[src/rtl/cellins_pkg.sv]
package cellins_pkg;

   localparam int BYTE_W = 8;
   localparam int REG_AW = 2;

   typedef enum logic [REG_AW-1:0] {
      REG_CTRL = 2'd0,
      REG_IEN  = 2'd1,
      REG_STAT = 2'd2,
      REG_DATA = 2'd3
   } reg_sel_e;

   // control register bit positions
   localparam int CTL_SOC  = 0;
   localparam int CTL_ROOM = 1;
   localparam int CTL_CLR  = 2;
   localparam int CTL_XRST = 3;
   localparam int CTL_XAV  = 4;

   // interrupt enable / status bit positions
   localparam int IEN_INS = 4;
   localparam int ST_INS  = 4;
   localparam int ST_OVF  = 0;

endpackage

[src/rtl/cellins_regs.sv]
module cellins_regs
   import cellins_pkg::*;
(
   input  logic                clk,
   input  logic                rst_n,
   input  logic                host_wr,
   input  logic                host_rd,
   input  logic [REG_AW-1:0]   host_addr,
   input  logic [BYTE_W-1:0]   host_wdata,
   output logic [BYTE_W-1:0]   host_rdata,
   input  logic                room,
   input  logic                ins_evt,
   input  logic                ovf_evt,
   output logic                soc_flag,
   output logic                clr_pulse,
   output logic                data_we,
   output logic [BYTE_W-1:0]   data_byte,
   output logic                irq
);

   logic clr_bit;
   logic ien_ins;
   logic ins_st;
   logic ovf_st;
   logic ctl_wr;
   logic ien_wr;
   logic st_rd;

   assign ctl_wr    = host_wr && (host_addr == REG_CTRL);
   assign ien_wr    = host_wr && (host_addr == REG_IEN);
   assign st_rd     = host_rd && (host_addr == REG_STAT);
   assign data_we   = host_wr && (host_addr == REG_DATA);
   assign data_byte = host_wdata;
   assign clr_pulse = ctl_wr && host_wdata[CTL_CLR] && !clr_bit;

   always_ff @(posedge clk or negedge rst_n) begin
      if (!rst_n) begin
         soc_flag <= 1'b0;
         clr_bit  <= 1'b0;
         ien_ins  <= 1'b0;
      end else begin
         if (ctl_wr) begin
            soc_flag <= host_wdata[CTL_SOC];
            clr_bit  <= host_wdata[CTL_CLR];
         end else if (data_we) begin
            soc_flag <= 1'b0;
         end
         if (ien_wr) ien_ins <= host_wdata[IEN_INS];
      end
   end

   always_ff @(posedge clk or negedge rst_n) begin
      if (!rst_n) begin
         ins_st <= 1'b0;
         ovf_st <= 1'b0;
      end else begin
         if (ins_evt)    ins_st <= 1'b1;
         else if (st_rd) ins_st <= 1'b0;
         if (ovf_evt)    ovf_st <= 1'b1;
         else if (st_rd) ovf_st <= 1'b0;
      end
   end

   assign irq = ins_st & ien_ins;

   always_comb begin
      host_rdata = '0;
      unique case (host_addr)
         REG_CTRL: begin
            host_rdata[CTL_SOC]  = soc_flag;
            host_rdata[CTL_ROOM] = room;
            host_rdata[CTL_CLR]  = clr_bit;
            host_rdata[CTL_XRST] = 1'b1;
            host_rdata[CTL_XAV]  = 1'b0;
         end
         REG_IEN:  host_rdata[IEN_INS] = ien_ins;
         REG_STAT: begin
            host_rdata[ST_INS] = ins_st;
            host_rdata[ST_OVF] = ovf_st;
         end
         default:  host_rdata = '0;
      endcase
   end


   irq_rise_chk: assert property (@(posedge clk) disable iff (!rst_n)
      $rose(irq) |-> ($past(ins_evt) || $past(ien_wr)));


   ins_rdclr_chk: assert property (@(posedge clk) disable iff (!rst_n)
      (st_rd && !ins_evt) |=> !ins_st);


   ovf_stick_chk: assert property (@(posedge clk) disable iff (!rst_n)
      ovf_evt |=> ovf_st);

endmodule

[src/rtl/cellins_store.sv]
module cellins_store
   import cellins_pkg::*;
#(
   parameter int CELL_BYTES = 53,
   parameter int NUM_CELLS  = 4,
   localparam int IDX_W  = $clog2(CELL_BYTES),
   localparam int SLOT_W = $clog2(NUM_CELLS),
   localparam int CNT_W  = $clog2(NUM_CELLS + 1)
)(
   input  logic               clk,
   input  logic               rst_n,
   input  logic               clr,
   input  logic               data_we,
   input  logic               soc_flag,
   input  logic [BYTE_W-1:0]  data_byte,
   input  logic               pop,
   input  logic [IDX_W-1:0]   rd_idx,
   output logic [BYTE_W-1:0]  rd_byte,
   output logic               room,
   output logic               cell_ready,
   output logic               ovf_evt
);

   localparam int DEPTH  = CELL_BYTES * NUM_CELLS;
   localparam int MEM_AW = $clog2(DEPTH);
   localparam int OCC_W  = CNT_W + 1;
   localparam logic [IDX_W-1:0] LAST_IDX = IDX_W'(CELL_BYTES - 1);

   logic [BYTE_W-1:0] mem [DEPTH];
   logic [SLOT_W-1:0] wr_slot;
   logic [SLOT_W-1:0] rd_slot;
   logic [IDX_W-1:0]  wr_pos;
   logic              in_cell;
   logic [CNT_W-1:0]  full_cnt;
   logic [OCC_W-1:0]  occ;
   logic              acc_soc;
   logic              acc_cont;
   logic              push;
   logic              mem_we;
   logic [IDX_W-1:0]  wr_idx;
   logic [MEM_AW-1:0] wr_addr;
   logic [MEM_AW-1:0] rd_addr;

   assign occ        = OCC_W'(full_cnt) + OCC_W'(in_cell);
   assign room       = occ < OCC_W'(NUM_CELLS);
   assign cell_ready = (full_cnt != '0);

   always_comb begin
      acc_soc  = data_we && soc_flag && (in_cell || room);
      acc_cont = data_we && !soc_flag && in_cell;
      ovf_evt  = data_we && !in_cell && !room;
      push     = acc_cont && (wr_pos == LAST_IDX);
      mem_we   = (acc_soc || acc_cont) && !clr;
      wr_idx   = acc_soc ? '0 : wr_pos;
   end

   assign wr_addr = MEM_AW'(wr_slot) * MEM_AW'(CELL_BYTES) + MEM_AW'(wr_idx);
   assign rd_addr = MEM_AW'(rd_slot) * MEM_AW'(CELL_BYTES) + MEM_AW'(rd_idx);
   assign rd_byte = mem[rd_addr];

   always_ff @(posedge clk) begin
      if (mem_we) mem[wr_addr] <= data_byte;
   end

   always_ff @(posedge clk or negedge rst_n) begin
      if (!rst_n) begin
         wr_slot  <= '0;
         rd_slot  <= '0;
         wr_pos   <= '0;
         in_cell  <= 1'b0;
         full_cnt <= '0;
      end else if (clr) begin
         wr_slot  <= '0;
         rd_slot  <= '0;
         wr_pos   <= '0;
         in_cell  <= 1'b0;
         full_cnt <= '0;
      end else begin
         if (acc_soc) begin
            in_cell <= 1'b1;
            wr_pos  <= IDX_W'(1);
         end else if (acc_cont) begin
            if (push) begin
               in_cell <= 1'b0;
               wr_pos  <= '0;
               wr_slot <= wr_slot + SLOT_W'(1);
            end else begin
               wr_pos  <= wr_pos + IDX_W'(1);
            end
         end
         if (pop) rd_slot <= rd_slot + SLOT_W'(1);
         unique case ({push, pop})
            2'b10:   full_cnt <= full_cnt + CNT_W'(1);
            2'b01:   full_cnt <= full_cnt - CNT_W'(1);
            default: full_cnt <= full_cnt;
         endcase
      end
   end


   cnt_cap_chk: assert property (@(posedge clk) disable iff (!rst_n)
      full_cnt <= CNT_W'(NUM_CELLS));


   pop_has_cell_chk: assert property (@(posedge clk) disable iff (!rst_n)
      pop |-> (full_cnt != '0));


   clr_empty_chk: assert property (@(posedge clk) disable iff (!rst_n)
      clr |=> ((full_cnt == '0) && !in_cell && room));


   reject_keep_chk: assert property (@(posedge clk) disable iff (!rst_n)
      (ovf_evt && !clr) |=> ($stable(in_cell) && $stable(wr_pos)));

endmodule

[src/rtl/cellins_launch.sv]
module cellins_launch #(
   parameter int CELL_BYTES = 53,
   localparam int IDX_W = $clog2(CELL_BYTES)
)(
   input  logic              clk,
   input  logic              rst_n,
   input  logic              clr,
   input  logic              slot_idle,
   input  logic              cell_ready,
   output logic              busy,
   output logic              out_soc,
   output logic [IDX_W-1:0]  rd_idx,
   output logic              done
);

   localparam logic [IDX_W-1:0] LAST_IDX = IDX_W'(CELL_BYTES - 1);

   assign out_soc = busy && (rd_idx == '0);
   assign done    = busy && (rd_idx == LAST_IDX) && !clr;

   always_ff @(posedge clk or negedge rst_n) begin
      if (!rst_n) begin
         busy   <= 1'b0;
         rd_idx <= '0;
      end else if (clr) begin
         busy   <= 1'b0;
         rd_idx <= '0;
      end else if (!busy) begin
         if (slot_idle && cell_ready) begin
            busy   <= 1'b1;
            rd_idx <= '0;
         end
      end else if (rd_idx == LAST_IDX) begin
         busy   <= 1'b0;
         rd_idx <= '0;
      end else begin
         rd_idx <= rd_idx + IDX_W'(1);
      end
   end


   start_cond_chk: assert property (@(posedge clk) disable iff (!rst_n)
      $rose(busy) |-> ($past(slot_idle) && $past(cell_ready)));


   soc_single_chk: assert property (@(posedge clk) disable iff (!rst_n)
      out_soc |=> !out_soc);

endmodule

[src/rtl/cellins_buf.sv]
module cellins_buf
   import cellins_pkg::*;
#(
   parameter int CELL_BYTES = 53,
   parameter int NUM_CELLS  = 4
)(
   input  logic               clk,
   input  logic               rst_n,
   input  logic               host_wr,
   input  logic               host_rd,
   input  logic [REG_AW-1:0]  host_addr,
   input  logic [BYTE_W-1:0]  host_wdata,
   output logic [BYTE_W-1:0]  host_rdata,
   output logic               irq,
   input  logic               slot_idle,
   output logic               cell_valid,
   output logic               cell_soc,
   output logic [BYTE_W-1:0]  cell_data
);

   localparam int IDX_W = $clog2(CELL_BYTES);

   if (CELL_BYTES < 2) begin : g_bad_len
      $error("cellins_buf: CELL_BYTES must be at least 2");
   end
   if (NUM_CELLS < 2 || (NUM_CELLS & (NUM_CELLS - 1)) != 0) begin : g_bad_depth
      $error("cellins_buf: NUM_CELLS must be a power of two, at least 2");
   end

   logic              room;
   logic              soc_flag;
   logic              clr_pulse;
   logic              data_we;
   logic [BYTE_W-1:0] data_byte;
   logic              ovf_evt;
   logic              cell_ready;
   logic              done;
   logic              busy;
   logic [IDX_W-1:0]  rd_idx;
   logic [BYTE_W-1:0] rd_byte;

   cellins_regs u_regs (
      .clk        (clk),
      .rst_n      (rst_n),
      .host_wr    (host_wr),
      .host_rd    (host_rd),
      .host_addr  (host_addr),
      .host_wdata (host_wdata),
      .host_rdata (host_rdata),
      .room       (room),
      .ins_evt    (done),
      .ovf_evt    (ovf_evt),
      .soc_flag   (soc_flag),
      .clr_pulse  (clr_pulse),
      .data_we    (data_we),
      .data_byte  (data_byte),
      .irq        (irq)
   );

   cellins_store #(
      .CELL_BYTES (CELL_BYTES),
      .NUM_CELLS  (NUM_CELLS)
   ) u_store (
      .clk        (clk),
      .rst_n      (rst_n),
      .clr        (clr_pulse),
      .data_we    (data_we),
      .soc_flag   (soc_flag),
      .data_byte  (data_byte),
      .pop        (done),
      .rd_idx     (rd_idx),
      .rd_byte    (rd_byte),
      .room       (room),
      .cell_ready (cell_ready),
      .ovf_evt    (ovf_evt)
   );

   cellins_launch #(
      .CELL_BYTES (CELL_BYTES)
   ) u_launch (
      .clk        (clk),
      .rst_n      (rst_n),
      .clr        (clr_pulse),
      .slot_idle  (slot_idle),
      .cell_ready (cell_ready),
      .busy       (busy),
      .out_soc    (cell_soc),
      .rd_idx     (rd_idx),
      .done       (done)
   );

   assign cell_valid = busy;
   assign cell_data  = busy ? rd_byte : '0;

endmodule

[config.mk]
export PLATFORM = sky130hd
export DESIGN_NAME = cellins_buf
export DESIGN_NICKNAME = d
export VERILOG_FILES = /design/src/rtl/cellins_pkg.sv /design/src/rtl/cellins_regs.sv /design/src/rtl/cellins_store.sv /design/src/rtl/cellins_launch.sv /design/src/rtl/cellins_buf.sv
export SDC_FILE = /design/constraint.sdc
export NUM_CORES = 1
export LEC_CHECK = 0
export BUFFER_PORTS_ARGS = -buffer_cell sky130_fd_sc_hd__buf_2
export CORE_MARGIN = 1.5
export CORE_UTILIZATION = 50
export CTS_CLUSTER_SIZE = 16
export DETAILED_ROUTE_END_ITERATION = 16
export MAX_ROUTING_LAYER = met4
export PLACE_DENSITY = 0.72
export SYNTH_ARGS = -nofsm -noshare
export SYNTH_HDL_FRONTEND = slang
export SYNTH_HIERARCHICAL = 1
export SYNTH_SLANG_ARGS = --single-unit
[constraint.sdc]
create_clock -name clk -period 4.35 [get_ports clk]
set_input_delay 0.435 -clock clk [delete_from_list [all_inputs] [get_ports clk]]
set_output_delay 0.435 -clock clk [all_outputs]
set_load 0.03 [all_outputs]
==> results.py <==
metrics = {
    "sta": {
        "fin_crit_ps": 5300,
        "hold_slack_ps": 56.9,
        "slew_headroom_pct": 24.3,
        "setup_total_negative_slack_ps": -7180,
        "finClkSkew_ps": 40.1,
        "maxClockFrequency_mhz": 189,
        "final.setup.worst_slack_ps": -951,
        "rsz0062_at_grt": "yes",
        "report.final.slew_viol_count": 0,
        "final-hold-violation-count": 0,
        "tcrit_tclk_final_pct": 122,
        "setup-violations-final": 8,
        "max_slew.worst_pin.slew_ps": 1140,
    },
    "die": {
        "die_area_um2": 139000,
        "initial_core_util_pct": 50.5,
        "site_rows": 135,
        "dieWidth_um": 373,
        "fp.dieH_um": 373,
        "ports": 34,
        "core_um2": 136000,
    },
    "setup_path": {
        "critPathArrivalTime_ps": 4870,
        "timing.critical_path.from_type": "register",
        "worstSetupPathType": "reg2out",
        "required_worst_endpoint_ps": 3910,
        "critical_path.startpoint": "u_store/rd_slot[1]",
        "endpoint_kind": "output port",
        "worst_r2r_startpoint": "u_store/in_cell",
        "crit_path_max_fanout": 6,
    },
    "detailed_routing": {
        "drtAntennaViolNets": 0,
        "drc_violation_count_after_routing": 0,
        "via_count": 34100,
        "finalWirelength_um": 165000,
        "number_of_violations_reported_at_the_end_of_detailed_routing_iteration_0": 3876,
        "detail_route.wl_per_cell_um": 29.7,
        "detailedRoute.firstPassIterationCount": 5,
        "detail_route.vias_per_cell": 6.13,
    },
    "logic_synthesis": {
        "synth_ff_type": "sky130_fd_sc_hd__edfxtp_1",
        "cell_count_after_synthesis": 3136,
        "async_reset_ff_share_pct": 1.51,
        "count_of_state_elements_after_synthesis": 1722,
        "synth.lib_cells_used.distinct": 75,
        "netlist.top_cell.by_area": "sky130_fd_sc_hd__edfxtp_1",
        "yosys-top-cells-area": "sky130_fd_sc_hd__edfxtp_1 (74%), sky130_fd_sc_hd__mux4_2 (16%), sky130_fd_sc_hd__nor2_1 (1.7%)",
        "avgSynthCellArea_um2": 21.8,
        "yosys_warnings": 6,
        "mappedNetlistArea_um2": 68500,
        "seq_area_frac_synth_pct": 75.3,
        "synth_edf_count": 1696,
        "synth_top_area_share_pct": 74.4,
    },
    "place": {
        "placedInstanceArea_um2": 73900,
        "globalplace.congestion": 0.919,
        "buffer_ports.inserted": 30,
        "dp_hpwl_um": 101000,
        "place.detailed.instances": 5229,
    },
    "worst_hold_path": {
        "worstHoldStart": "host_wdata[2]",
        "hold_class": "in2reg",
    },
    "finish": {
        "drive_above_1_share_pct": 34.7,
        "nFillCells": 9360,
        "fin_area_um2": 80000,
        "syn2layout_area_growth_pct": 16.8,
        "combined_area_of_the_multi_input_logic_cells_um2": 16000,
        "final_cells": 5558,
        "final_net_count": 3689,
        "layout.core_utilization_pct": 59.0,
        "combined_flip_flop_and_latch_cell_area_um2": 51600,
    },
    "clocking": {
        "cts.clk_slew.worst_paths_ps": 60,
        "cts_root_buf": "sky130_fd_sc_hd__clkbuf_16",
        "tritoncts": "yes",
        "maximum_buffer_depth_of_the_clock_tree": 3,
        "cts.htree.levels": 4,
        "clock-sinks": 1722,
        "insertion_delay_ps": 810,
        "cts_buffers": 169,
    },
    "grt": {
        "first_global_vias": 34200,
        "antenna_found_initial": 2,
        "globalRouteOverflowTotal": 0,
        "first_pass_grt_wire_length_um": 238000,
        "pin_count_of_the_biggest_net_entering_global_routing": 130,
        "globalRouteTotalUtil_pct": 24.5,
    },
    "power": {
        "power.leakage_nw": 26.2,
        "peakVddDrop_uv": 438,
        "power_per_cell_area_nw_per_um2": 595,
    },
    "run_status": {
        "run_status": "finished with violations",
        "violations": "negative setup slack",
    },
    "run": {
        "max_cap_violations": 0,
    },
}
==> kinds of logic (layout without fill, tap and decap cells) <==
family	Yosys count	count (layout)	synth area share [%]
compound gates	122	122	1.30
xor+xnor	19	19	0.276
fa+ha+maj	39	39	0.767
buf+inv	204	837	1.95
flops	1722	1722	75.3
mux	548	548	17.3
other cells	1	9	0.00548
simple gates	481	481	3.05
==> through the flow <==
stage,setup WS [ps],power [mW]
after floorplan,33.0,28.0
after global placement,-531,32.8
after detailed placement,-525,32.9
after CTS,-924,47.6
after global routing,-1010,49.1
final,-951,47.6
==> cell type report <==
type	count	area share (%)
diodes	6	0.0188
clock buffers	213	5.66
clock inverters	94	1.12
inverters	20	0.0970
multi-input cells	1212	19.9
flip-flops and latches	1722	64.5
well taps	1781	2.79
repair buffers	510	5.88
==> routing by layer <==
layer / up-vias / GRT usage [%] / wire length [um]
met5: - / - / 0
met4: 0 / 8.40 / 5730
met3: 315 / 6.09 / 17200
met2: 1806 / 37.2 / 79700
met1: 17900 / 32.6 / 62400
li1: 14100 / - / -
==> worst paths after layout <==
path                                       end  slack (ps)  depth (start not counted)
min in group asynchronous  u_store/full_cnt[2]         200                          2
hold reg to reg                  u_regs/ovf_st         520                          1
max in group asynchronous      u_regs/soc_flag        3690                          2
setup / recovery                  cell_data[2]        -950                         14
setup reg to reg            u_store/mem[38][6]         310                         15
hold / removal             u_store/mem[100][2]          60                          1
==> report_power, final <==
group          switching, mW  internal [mW]
clock                   6.16           8.18
combinational           7.69           7.25
sequential            0.0777           18.3
==> registers in the layout, indices dropped and copies added, names as in the netlist, 2 cells and up <==
register / count
u_store/full_cnt: 3
u_store/rd_slot: 2
u_launch/rd_idx: 6
u_store/wr_pos: 6
u_store/wr_slot: 2
u_store/mem: 1696
==> layout by cell type, fill, tap and decap left out, drive strengths merged, types with 19 or more instances in the layout <==
master     n
and2      21
buf      504
clkbuf   215
a211oi    23
nor2b     19
nand2     52
nand3     41
mux2i     30
inv       28
ha        34
clkinv    68
nor2     307
dfrtp     26
edfxtp  1696
mux4     506
==> cells in the mapped netlist, types with 4 or more instances <==
master,n
sky130_fd_sc_hd__mux4_2,495
sky130_fd_sc_hd__buf_2,34
sky130_fd_sc_hd__o21ai_0,10
sky130_fd_sc_hd__ha_1,34
sky130_fd_sc_hd__and2_1,20
sky130_fd_sc_hd__a21o_1,5
sky130_fd_sc_hd__nor3_1,5
sky130_fd_sc_hd__clkbuf_1,59
sky130_fd_sc_hd__nand3_1,41
sky130_fd_sc_hd__nand2b_1,5
sky130_fd_sc_hd__inv_1,19
sky130_fd_sc_hd__a211oi_1,23
sky130_fd_sc_hd__buf_12,4
sky130_fd_sc_hd__a31oi_1,9
sky130_fd_sc_hd__buf_4,37
sky130_fd_sc_hd__a311oi_1,7
sky130_fd_sc_hd__nand4_1,4
sky130_fd_sc_hd__nor2b_1,19
sky130_fd_sc_hd__xnor2_1,9
sky130_fd_sc_hd__edfxtp_1,1696
sky130_fd_sc_hd__nor4_1,8
sky130_fd_sc_hd__fa_1,5
sky130_fd_sc_hd__buf_1,7
sky130_fd_sc_hd__a21oi_1,16
sky130_fd_sc_hd__nor2_1,307
sky130_fd_sc_hd__xor2_1,7
sky130_fd_sc_hd__dfrtp_1,26
sky130_fd_sc_hd__mux2_2,10
sky130_fd_sc_hd__buf_6,37
sky130_fd_sc_hd__nand2_1,52
sky130_fd_sc_hd__mux4_1,11
sky130_fd_sc_hd__mux2i_1,30
sky130_fd_sc_hd__o211ai_1,9
sky130_fd_sc_hd__o22ai_1,13
sky130_fd_sc_hd__a211o_1,4
==> critical path: stages (launching register included) <==
cell and delay, ps:
sky130_fd_sc_hd__dfrtp_1 410, sky130_fd_sc_hd__ha_4 290, sky130_fd_sc_hd__ha_4 130, sky130_fd_sc_hd__inv_2 40, sky130_fd_sc_hd__fa_4 930, sky130_fd_sc_hd__buf_12 170, sky130_fd_sc_hd__buf_16 130, sky130_fd_sc_hd__mux4_2 290
sky130_fd_sc_hd__mux4_2 540, sky130_fd_sc_hd__mux2i_4 220, sky130_fd_sc_hd__o211ai_1 210, sky130_fd_sc_hd__o22ai_2 260, sky130_fd_sc_hd__nor4_4 90, sky130_fd_sc_hd__and2_4 200, sky130_fd_sc_hd__buf_6 130
==> repair_timing <==
| action | 4_1_cts | 5_1_grt |
|---|---|---|
| hold buffers | 4 | 0 |
| pin swaps | 22 | 26 |
| cloned | 4 | 2 |
| resized for setup | 58 | 24 |
| hold endpoints to repair | 30 | 0 |
| buffers inserted | 12 | 0 |
| endpoints found under the setup margin | 8 | 8 |
Power figures use the tool's default switching activity.
